File: config.mk
export PLATFORM = sky130hd
export DESIGN_NAME = earlyMul
export DESIGN_NICKNAME = d
export VERILOG_FILES = /design/src/rtl/earlyMulPkg.sv /design/src/rtl/earlyMulTier.sv /design/src/rtl/earlyMulCtrl.sv /design/src/rtl/earlyMulPath.sv /design/src/rtl/earlyMul.sv
export SDC_FILE = /design/constraint.sdc
export NUM_CORES = 1
export LEC_CHECK = 0
export BUFFER_PORTS_ARGS = -buffer_cell sky130_fd_sc_hd__buf_4
export CAP_MARGIN = 20
export CORE_MARGIN = 2
export CORE_UTILIZATION = 63
export DETAILED_ROUTE_END_ITERATION = 10
export GPL_TIMING_DRIVEN = 0
export PLACE_DENSITY = 0.87
export SYNTH_ARGS = -nofsm -noshare
export SYNTH_HDL_FRONTEND = slang
export SYNTH_SLANG_ARGS = --single-unit
File: constraint.sdc
create_clock -name clk -period 12.3 [get_ports clk]
set_input_delay 2.46 -clock clk [delete_from_list [all_inputs] [get_ports clk]]
set_output_delay 2.46 -clock clk [all_outputs]
set_load 0.005 [all_outputs]
File: src/rtl/earlyMulPkg.sv
package earlyMulPkg;

  // strobes from the sequencer to the arithmetic
  typedef struct packed {
    logic load;      // capture operands, clear accumulator
    logic step;      // add one digit's partial product
    logic lastStep;  // this digit is the final one
  } mulStrobeT;

  typedef enum logic {
    ST_IDLE = 1'b0,
    ST_RUN  = 1'b1
  } mulStateT;

endpackage

File: src/rtl/earlyMulTier.sv
// Finds how many digits of the multiplier must be consumed:
// the smallest k such that all bits from DIGIT*k upward are sign copies.
module earlyMulTier #(
  parameter int WIDTH = 32,
  parameter int DIGIT = 8,
  parameter int STEPS = WIDTH / DIGIT,
  parameter int CNT_W = $clog2(STEPS + 1)
) (
  input  logic [WIDTH-1:0] mplier,
  output logic [CNT_W-1:0] tier
);

  logic [STEPS-1:0] uniformAbove;

  genvar k;
  generate
    for (k = 0; k < STEPS; k++) begin : g_level
      if (k == 0) begin : g_none
        assign uniformAbove[k] = 1'b0;
      end else begin : g_cmp
        assign uniformAbove[k] = (&mplier[WIDTH-1:DIGIT*k]) |
                                 (~|mplier[WIDTH-1:DIGIT*k]);
      end
    end
  endgenerate

  always_comb begin
    tier = CNT_W'(STEPS);
    for (int lvl = STEPS - 1; lvl >= 0; lvl--) begin
      if (uniformAbove[lvl]) tier = CNT_W'(lvl);
    end
  end

endmodule

File: src/rtl/earlyMulCtrl.sv
module earlyMulCtrl
  import earlyMulPkg::*;
#(
  parameter int STEPS = 4,
  parameter int IDX_W = 2,
  parameter int CNT_W = 3
) (
  input  logic             clk,
  input  logic             rstN,
  input  logic             start,
  input  logic             condPass,
  input  logic [CNT_W-1:0] tierIn,
  output mulStrobeT        strobe,
  output logic [IDX_W-1:0] stepIdx,
  output logic             busy,
  output logic             done,
  output logic [CNT_W-1:0] cycleCount
);

  mulStateT         state;
  logic [CNT_W-1:0] tierReg;
  logic             acceptNow;
  logic             skipNow;
  logic             finalNow;

  always_comb begin
    acceptNow       = (state == ST_IDLE) && start && condPass;
    skipNow         = (state == ST_IDLE) && start && !condPass;
    finalNow        = (state == ST_RUN) &&
                      ((CNT_W'(stepIdx) + CNT_W'(1)) == tierReg);
    strobe.load     = acceptNow;
    strobe.step     = (state == ST_RUN);
    strobe.lastStep = finalNow;
  end

  always_ff @(posedge clk or negedge rstN) begin
    if (!rstN) begin
      state      <= ST_IDLE;
      stepIdx    <= '0;
      tierReg    <= '0;
      busy       <= 1'b0;
      done       <= 1'b0;
      cycleCount <= '0;
    end else begin
      done <= 1'b0;
      unique case (state)
        ST_IDLE: begin
          if (acceptNow) begin
            state   <= ST_RUN;
            stepIdx <= '0;
            tierReg <= tierIn;
            busy    <= 1'b1;
          end else if (skipNow) begin
            done       <= 1'b1;
            cycleCount <= '0;
          end
        end
        ST_RUN: begin
          if (finalNow) begin
            state      <= ST_IDLE;
            busy       <= 1'b0;
            done       <= 1'b1;
            cycleCount <= tierReg;
          end else begin
            stepIdx <= stepIdx + IDX_W'(1);
          end
        end
        default: state <= ST_IDLE;
      endcase
    end
  end

endmodule

File: src/rtl/earlyMulPath.sv
// Accumulates multiplicand x digit, one digit per step. The final digit
// is read as signed (borrowing the next multiplier bit as its sign), which
// accounts for the skipped sign-copy digits modulo 2^WIDTH.
module earlyMulPath
  import earlyMulPkg::*;
#(
  parameter int WIDTH = 32,
  parameter int DIGIT = 8,
  parameter int STEPS = WIDTH / DIGIT,
  parameter int IDX_W = 2
) (
  input  logic             clk,
  input  logic             rstN,
  input  mulStrobeT        strobe,
  input  logic [IDX_W-1:0] stepIdx,
  input  logic [WIDTH-1:0] opA,
  input  logic [WIDTH-1:0] opB,
  output logic [WIDTH-1:0] result
);

  localparam int DV_W = DIGIT + 2;

  logic [WIDTH-1:0] mcand;
  logic [WIDTH-1:0] mplier;
  logic [WIDTH-1:0] acc;
  logic [DIGIT-1:0] digit;
  logic             nextBit;
  logic             topDigit;
  logic             negDigit;
  logic [DV_W-1:0]  digitVal;
  logic [WIDTH-1:0] digitExt;
  logic [WIDTH-1:0] partial;
  logic [WIDTH-1:0] accNext;

  always_comb begin
    digit    = DIGIT'(mplier >> (DIGIT * int'(stepIdx)));
    nextBit  = |((mplier >> (DIGIT * int'(stepIdx) + DIGIT)) & WIDTH'(1));
    topDigit = (int'(stepIdx) == STEPS - 1);
    negDigit = strobe.lastStep && !topDigit && nextBit;
    digitVal = {2'b00, digit} - (negDigit ? {2'b01, {DIGIT{1'b0}}} : '0);
    digitExt = {{(WIDTH-DV_W){digitVal[DV_W-1]}}, digitVal};
    partial  = (mcand * digitExt) << (DIGIT * int'(stepIdx));
    accNext  = acc + partial;
  end

  always_ff @(posedge clk or negedge rstN) begin
    if (!rstN) begin
      mcand  <= '0;
      mplier <= '0;
      acc    <= '0;
      result <= '0;
    end else if (strobe.load) begin
      mcand  <= opA;
      mplier <= opB;
      acc    <= '0;
    end else if (strobe.step) begin
      acc <= accNext;
      if (strobe.lastStep) result <= accNext;
    end
  end

endmodule

File: src/rtl/earlyMul.sv
module earlyMul
  import earlyMulPkg::*;
#(
  parameter int WIDTH = 32,
  parameter int DIGIT = 8,
  localparam int STEPS = WIDTH / DIGIT,
  localparam int IDX_W = (STEPS > 1) ? $clog2(STEPS) : 1,
  localparam int CNT_W = $clog2(STEPS + 1)
) (
  input  logic             clk,
  input  logic             rstN,
  input  logic             start,
  input  logic             condPass,
  input  logic [WIDTH-1:0] opA,
  input  logic [WIDTH-1:0] opB,
  output logic             busy,
  output logic             done,
  output logic [WIDTH-1:0] result,
  output logic [CNT_W-1:0] cycleCount
);

  mulStrobeT        strobe;
  logic [IDX_W-1:0] stepIdx;
  logic [CNT_W-1:0] tierNow;

  earlyMulTier #(.WIDTH(WIDTH), .DIGIT(DIGIT), .STEPS(STEPS), .CNT_W(CNT_W)) u_tier (
    .mplier (opB),
    .tier   (tierNow)
  );

  earlyMulCtrl #(.STEPS(STEPS), .IDX_W(IDX_W), .CNT_W(CNT_W)) u_ctrl (
    .clk        (clk),
    .rstN       (rstN),
    .start      (start),
    .condPass   (condPass),
    .tierIn     (tierNow),
    .strobe     (strobe),
    .stepIdx    (stepIdx),
    .busy       (busy),
    .done       (done),
    .cycleCount (cycleCount)
  );

  earlyMulPath #(.WIDTH(WIDTH), .DIGIT(DIGIT), .STEPS(STEPS), .IDX_W(IDX_W)) u_path (
    .clk     (clk),
    .rstN    (rstN),
    .strobe  (strobe),
    .stepIdx (stepIdx),
    .opA     (opA),
    .opB     (opB),
    .result  (result)
  );

endmodule

==> results.json, run 1 <==
{
  "postCtsSetupBuffers": 0,
  "cts_tree": "done",
  "ys.flop_type": "dfrtp_1",
  "grt_max_degree": 74,
  "outcome": "finished clean",
  "drc": 0,
  "routed_wl_um": 43100,
  "cts_resized": 0,
  "cts_max_level": 4,
  "netlist_area_sq_um": 16000,
  "ios": 105,
  "grt_pass1_wl_um": 69800,
  "path_max_fanout": 10,
  "hp-class": "flip-flop to flip-flop",
  "synth-seq-area-share_pct": 21.7,
  "synth_edf_count": 0,
  "worst_skew_pair.late_latency_ps": 450,
  "insertedDiodeCount": 0,
  "power_density_nw_per_um2": 58.7,
  "final-setup-viol-count": 0,
  "crit_arrival_ps": 11140,
  "core_area_sq_um": 25100,
  "grt.total_usage_pct": 33.9,
  "worstSetupEndpointType": "flip-flop",
  "crit_path_top_delay_cell": "nor3_2",
  "root_buffer": "clkbuf_16",
  "finalCritPeriodShare_pct": 87.8,
  "required_ps": 12640,
  "synth_xor_area_share_pct": 4.11,
  "antenna_found_initial": 0,
  "chipWidth_um": 163,
  "wl_per_cell_um": 20.0,
  "path_clk_slew_ps": 70,
  "finalHoldViolCount": 0,
  "drtPass1Iterations": 6,
  "postRouteAntennaNets": 0,
  "place_congestion": 0.949,
  "yosys.area_share.simple_pct": 15.6,
  "start_util_pct": 63.8,
  "dr.first_iter.drc_count": 1196,
  "synth_top_family_by_area": "adder cells",
  "final_max_slew_viol_count": 0,
  "cts-buffers-inserted": 17,
  "rsz0062_at_grt": "false",
  "layout-drive-gt1-share_pct": 13.7,
  "vias": 13000,
  "ctsHoldBuffers": 0,
  "drv_cap": 0,
  "fp.dieH_um": 163,
  "synth_compound_area_share_pct": 9.47,
  "ys_ff_latch": 139,
  "ir_drop_mv": 0.0868,
  "slew_headroom_pct": 31.7,
  "syn-num-nets": 2065,
  "worst-setup-path-type": "flip-flop to flip-flop",
  "synthMuxAreaShare_pct": 8.44,
  "place_hpwl_um": 32700,
  "worst_pin_slew_ps": 1020,
  "fin_crit_ps": 10800,
  "syn_avg_cell_area_sq_um": 9.47,
  "io_buffers": 104,
  "cts_buffer_depth": 2,
  "fmax_mhz": 92.6,
  "die_area_sq_um": 26700,
  "p_total_uw": 1050,
  "cts_num_sinks": 139,
  "layout_common_cells": "inv_1 (228), nand2_1 (208), fa_1 (200)",
  "worst_path_largest_cell_delay_ps": 850,
  "mostFrequentLayoutCell": "inv_1",
  "cpMostUsedCell": "fa_1",
  "grt-ovfl-total": 0,
  "syn_to_final_growth_pct": 11.6,
  "setup_tns_ps": 0,
  "yosys_warnings": 0,
  "finalNetCount": 2190,
  "cp.buffers_inverters": 5,
  "netlist_instances": 1692,
  "start_kind": "flip-flop",
  "cp_top_family": "adder cells",
  "synthAdderAreaFrac_pct": 33.2,
  "post_drt_via_cell_ratio": 6.03,
  "async_flop_share_pct": 100,
  "finClkSkew_ps": 16.2,
  "grt_pass1_vias": 13900,
  "rows": 58,
  "leakagePower_uw": 0.00846,
  "ys_types": 63
}
final cells by class:
class,count,area [sq um]
plain buffers,84,333
inverters,230,863
well taps,330,413
flip-flops and latches,139,3480
fillers,1775,7230
multi-input cells,1239,11300
clock inverters,15,200
repair buffers,106,820
clock buffers,17,425
kinds of logic after synthesis:
family,after synthesis
AO/OA/AOI/OAI,237
multiplexers,117
XOR/XNOR,72
flip-flops,139
buffers and inverters,314
AND/OR/NAND/NOR,508
adder cells (fa/ha/maj),305
routing by layer:
metal  routed length [um]  up-vias  share of wire, %  GRT usage (%)
li1                     -     5696                 -              -
met1                16000     6417                37           42.1
met2                21000      728                49           56.6
met3                 3950      191               9.2           7.41
met4                 2190        0               5.1           16.2
met5                    0        -                 0              0
synth_stat cells, drive strengths merged, types with 5 or more instances:
cell type / instances / area, sq um
nor2: 58 / 218
and2: 42 / 263
mux2: 95 / 1070
o31ai: 5 / 42.5
mux2i: 17 / 170
nor4: 6 / 37.5
xor2: 24 / 210
o21ai: 69 / 345
ha: 105 / 1310
nand2: 208 / 781
xnor2: 46 / 403
a21oi: 57 / 285
inv: 230 / 863
fa: 200 / 4000
buf: 10 / 55.1
nand4: 11 / 68.8
a211oi: 9 / 67.6
nand2b: 24 / 150
and3: 13 / 81.3
nor3: 5 / 30.0
nor2b: 118 / 738
clkbuf: 74 / 278
a31oi: 6 / 37.5
dfrtp: 139 / 3480
mux4: 5 / 113
nand3: 17 / 85.1
o21a: 8 / 60.1
a21o: 36 / 270
flip-flops by register name (all words and copies together) (netlist names):
name               cells
u_path.acc            32
u_path.mcand          32
u_path.mplier         32
u_path.result         32
u_ctrl.cycleCount      3
u_ctrl.tierReg         3
u_ctrl.stepIdx         2
u_ctrl.busy            1
u_ctrl.done            1
u_ctrl.state           1
worst min-delay path: stages, from the launching register on:
cell	delay, ps
dfrtp_1	360
nand2_1	50
o21ai_0	60
stage by stage:
stage / cells / hold slack, ps / instance area (sq um) / setup slack, ps / utilization, %
2_1_floorplan: 1692 / 471 / 16000 / 3800 / -
3_5_place_dp: 2127 / 486 / 17200 / 1880 / 68.7
3_3_place_gp: 2126 / 472 / 17200 / 2040 / 68.6
5_1_grt: 2160 / 518 / 17900 / 1210 / 71.2
4_1_cts: 2159 / 509 / 17900 / 1800 / 71.2
6_report: 2160 / 502 / 17900 / 1500 / 71.2
path summary, 6_finish.rpt:
| check | start | to | slack [ps] | cells past startpoint |
|---|---|---|---|---|
| setup / recovery | u_ctrl.stepIdx[1]$_DFFE_PN0P_ | u_path.result[31]$_DFFE_PN0P_ | 1500 | 36 |
| hold / removal | u_path.result[18]$_DFFE_PN0P_ | u_path.result[18]$_DFFE_PN0P_ | 500 | 2 |
| setup reg to reg | u_ctrl.stepIdx[1]$_DFFE_PN0P_ | u_path.result[31]$_DFFE_PN0P_ | 1500 | 36 |
| hold reg to reg | u_path.result[18]$_DFFE_PN0P_ | u_path.result[18]$_DFFE_PN0P_ | 500 | 2 |
| max in group asynchronous | rstN | u_path.mcand[11]$_DFFE_PN0P_ | 9500 | 2 |
| min in group asynchronous | rstN | u_ctrl.done$_DFF_PN0_ | 2000 | 1 |
report_power, final:
| part | switching (uW) | total (uW) | internal [uW] |
|---|---|---|---|
| combinational | 15.1 | 30.2 | 15.1 |
| clock | 267 | 563 | 296 |
| sequential | 0 | 457 | 457 |
(Power assumes the default switching activity.)
==> run 2: changes to the inputs <==
ABC_AREA = 1   (was not set)
CAP_MARGIN = 25   (was 20)
==> results.json, run 2 <==
{
  "slew_headroom_pct": 51.7,
  "finalNetCount": 2565,
  "worst_pin_slew_ps": 724,
  "grt_pass1_wl_um": 72900,
  "cts_max_level": 4,
  "crit_path_top_delay_cell": "fa_1",
  "rsz0062_at_grt": "false",
  "grt-ovfl-total": 0,
  "wl_per_cell_um": 17.6,
  "yosys_warnings": 0,
  "root_buffer": "clkbuf_16",
  "outcome": "finished clean",
  "postCtsSetupBuffers": 0,
  "finClkSkew_ps": 24.0,
  "cts_num_sinks": 139,
  "crit_arrival_ps": 9690,
  "hold_end": "u_path.result[3]$_DFFE_PN0P_",
  "required_ps": 12590,
  "grt.total_usage_pct": 35.2,
  "min-delay-start": "u_path.result[3]$_DFFE_PN0P_",
  "fp.dieH_um": 163,
  "drv_cap": 0,
  "ys.flop_type": "dfrtp_1",
  "synth-seq-area-share_pct": 21.8,
  "drtPass1Iterations": 6,
  "start_kind": "flip-flop",
  "cts_resized": 0,
  "r2r-start": "u_ctrl.stepIdx[0]$_DFFE_PN0P_",
  "fmax_mhz": 106,
  "finalCritPeriodShare_pct": 76.4,
  "layout_common_cells": "nand2_1 (511), inv_1 (351), nor2_1 (209)",
  "final_max_slew_viol_count": 0,
  "cts-buffers-inserted": 17,
  "path_clk_slew_ps": 70,
  "place_congestion": 0.966,
  "hold_depth": 2,
  "cts_tree": "done",
  "grt_max_degree": 84,
  "dr.first_iter.drc_count": 1346,
  "synth_area_leader_cell": "fa_1",
  "reg2reg_slack_ps": 2900,
  "worst_path_largest_cell_delay_ps": 560,
  "worst-setup-path-type": "flip-flop to flip-flop",
  "ys_ff_latch": 139,
  "async_flop_share_pct": 100,
  "path_max_fanout": 10,
  "syn-num-nets": 2441,
  "ios": 105,
  "syn_to_final_growth_pct": 11.5,
  "fin_crit_ps": 9400,
  "reg2reg_to": "u_path.acc[28]$_DFFE_PN0P_",
  "synth_top_cell_area_share_pct": 25.1,
  "start_util_pct": 63.6,
  "ys_top_cells_by_count": "nand2_1 (511), inv_1 (351), nor2_1 (209), fa_1 (200), o21ai_0 (141)",
  "fin_util_pct": 71.0,
  "rows": 58,
  "syn_avg_cell_area_sq_um": 7.70,
  "netlist_area_sq_um": 15900,
  "hp-class": "flip-flop to flip-flop",
  "place_hpwl_um": 35500,
  "antenna_found_initial": 0,
  "ys_types": 45,
  "grt_pass1_vias": 14700,
  "die_area_sq_um": 26600,
  "routed_wl_um": 44700,
  "mostFrequentLayoutCell": "nand2_1",
  "insertedDiodeCount": 0,
  "worst_skew_pair.late_latency_ps": 450,
  "postRouteAntennaNets": 0,
  "chipWidth_um": 163,
  "vias": 14600,
  "cts_buffer_depth": 2,
  "synth.most_common_cell": "nand2_1",
  "setup_tns_ps": 0,
  "final-setup-viol-count": 0,
  "core_area_sq_um": 25000,
  "worstSetupEndpointType": "flip-flop",
  "finalHoldViolCount": 0,
  "post_drt_via_cell_ratio": 5.76,
  "num-fill-cells": 1976,
  "drc": 0,
  "yosys-top-cells-area": "fa_1 (25%), dfrtp_1 (22%), nand2_1 (12%), inv_1 (8.3%), ha_1 (8.2%)",
  "r2r_cells": 38,
  "io_buffers": 104,
  "ctsHoldBuffers": 0,
  "synth_edf_count": 0,
  "netlist_instances": 2068,
  "layout-drive-gt1-share_pct": 8.34
}
run 2: cell count changes in the layout (fill, tap and decap cells not counted), sizes merged, moves of 74 or more:
cell	change
inv	+129
mux2	-95
nand2	+307
nand3	+76
nor2	+154
nor2b	-118
o21ai	+74
run 2: how the worst max path moves through the flow:
stage                                        from                       endpoint  slack (ps)
global route        u_ctrl.stepIdx[0]$_DFFE_PN0P_     u_path.acc[28]$_DFFE_PN0P_        2160
CTS                 u_ctrl.stepIdx[0]$_DFFE_PN0P_  u_path.result[30]$_DFFE_PN0P_        3020
global placement    u_ctrl.stepIdx[0]$_DFFE_PN0P_     u_path.acc[30]$_DFFE_PN0P_        3200
detailed placement  u_ctrl.stepIdx[0]$_DFFE_PN0P_  u_path.result[30]$_DFFE_PN0P_        3080
finish              u_ctrl.stepIdx[0]$_DFFE_PN0P_     u_path.acc[28]$_DFFE_PN0P_        2900
floorplan           u_ctrl.stepIdx[0]$_DFFE_PN0P_  u_path.result[30]$_DFFE_PN0P_        4840
run 2: critical path, delay by kind of cell (launching register included):
kind,cells,cell delay (ps)
buffers and inverters,5,590
AND/OR/NAND/NOR,14,2600
adder cells (fa/ha/maj),8,3440
XOR/XNOR,3,750
flip-flops,1,470
AO/OA/AOI/OAI,8,1370
run 2: final cells by class:
| type | count | area [sq um] | area share [%] |
|---|---|---|---|
| Multi-Input combinational cell | 1504 | 10800 | 61.0 |
| Sequential cell | 139 | 3480 | 19.6 |
| Inverter | 359 | 1350 | 7.58 |
| Timing Repair Buffer | 105 | 812 | 4.57 |
| Clock buffer | 17 | 425 | 2.39 |
| Tap cell | 330 | 413 | 2.32 |
| Buffer | 66 | 269 | 1.51 |
| Clock inverter | 15 | 189 | 1.06 |
run 2: routing by layer:
metal / wire (um) / GRT usage (%) / vias up
met5: 0 / 0 / -
met4: 1870 / 15.3 / 0
met3: 4050 / 6.67 / 174
met2: 20800 / 55.8 / 790
met1: 18000 / 47.7 / 6969
li1: - / - / 6675
run 2: kinds of logic after synthesis:
kind of cell             count (synthesis)  share of synthesized area, %
adder cells (fa/ha/maj)                305                          33.4
flip-flops                             139                          21.8
XOR/XNOR                                39                          2.14
AND/OR/NAND/NOR                        879                          22.6
buffers and inverters                  425                          10.1
AO/OA/AOI/OAI                          281                          9.84
run 2: through the flow:
step | worst slack [ps] | instance area (sq um) | cells | hold slack [ps]
5_1_grt | 2160 | 17800 | 2535 | 503
3_5_place_dp | 3080 | 17200 | 2503 | 466
6_report | 2900 | 17800 | 2535 | 487
2_1_floorplan | 4840 | 15900 | 2068 | 449
3_3_place_gp | 3200 | 17100 | 2502 | 462
4_1_cts | 3020 | 17800 | 2535 | 484
Power of run 2 is left out: the tool's default activity adds up to more than one toggle a clock period on the data nets, which glitch-free logic cannot reach.
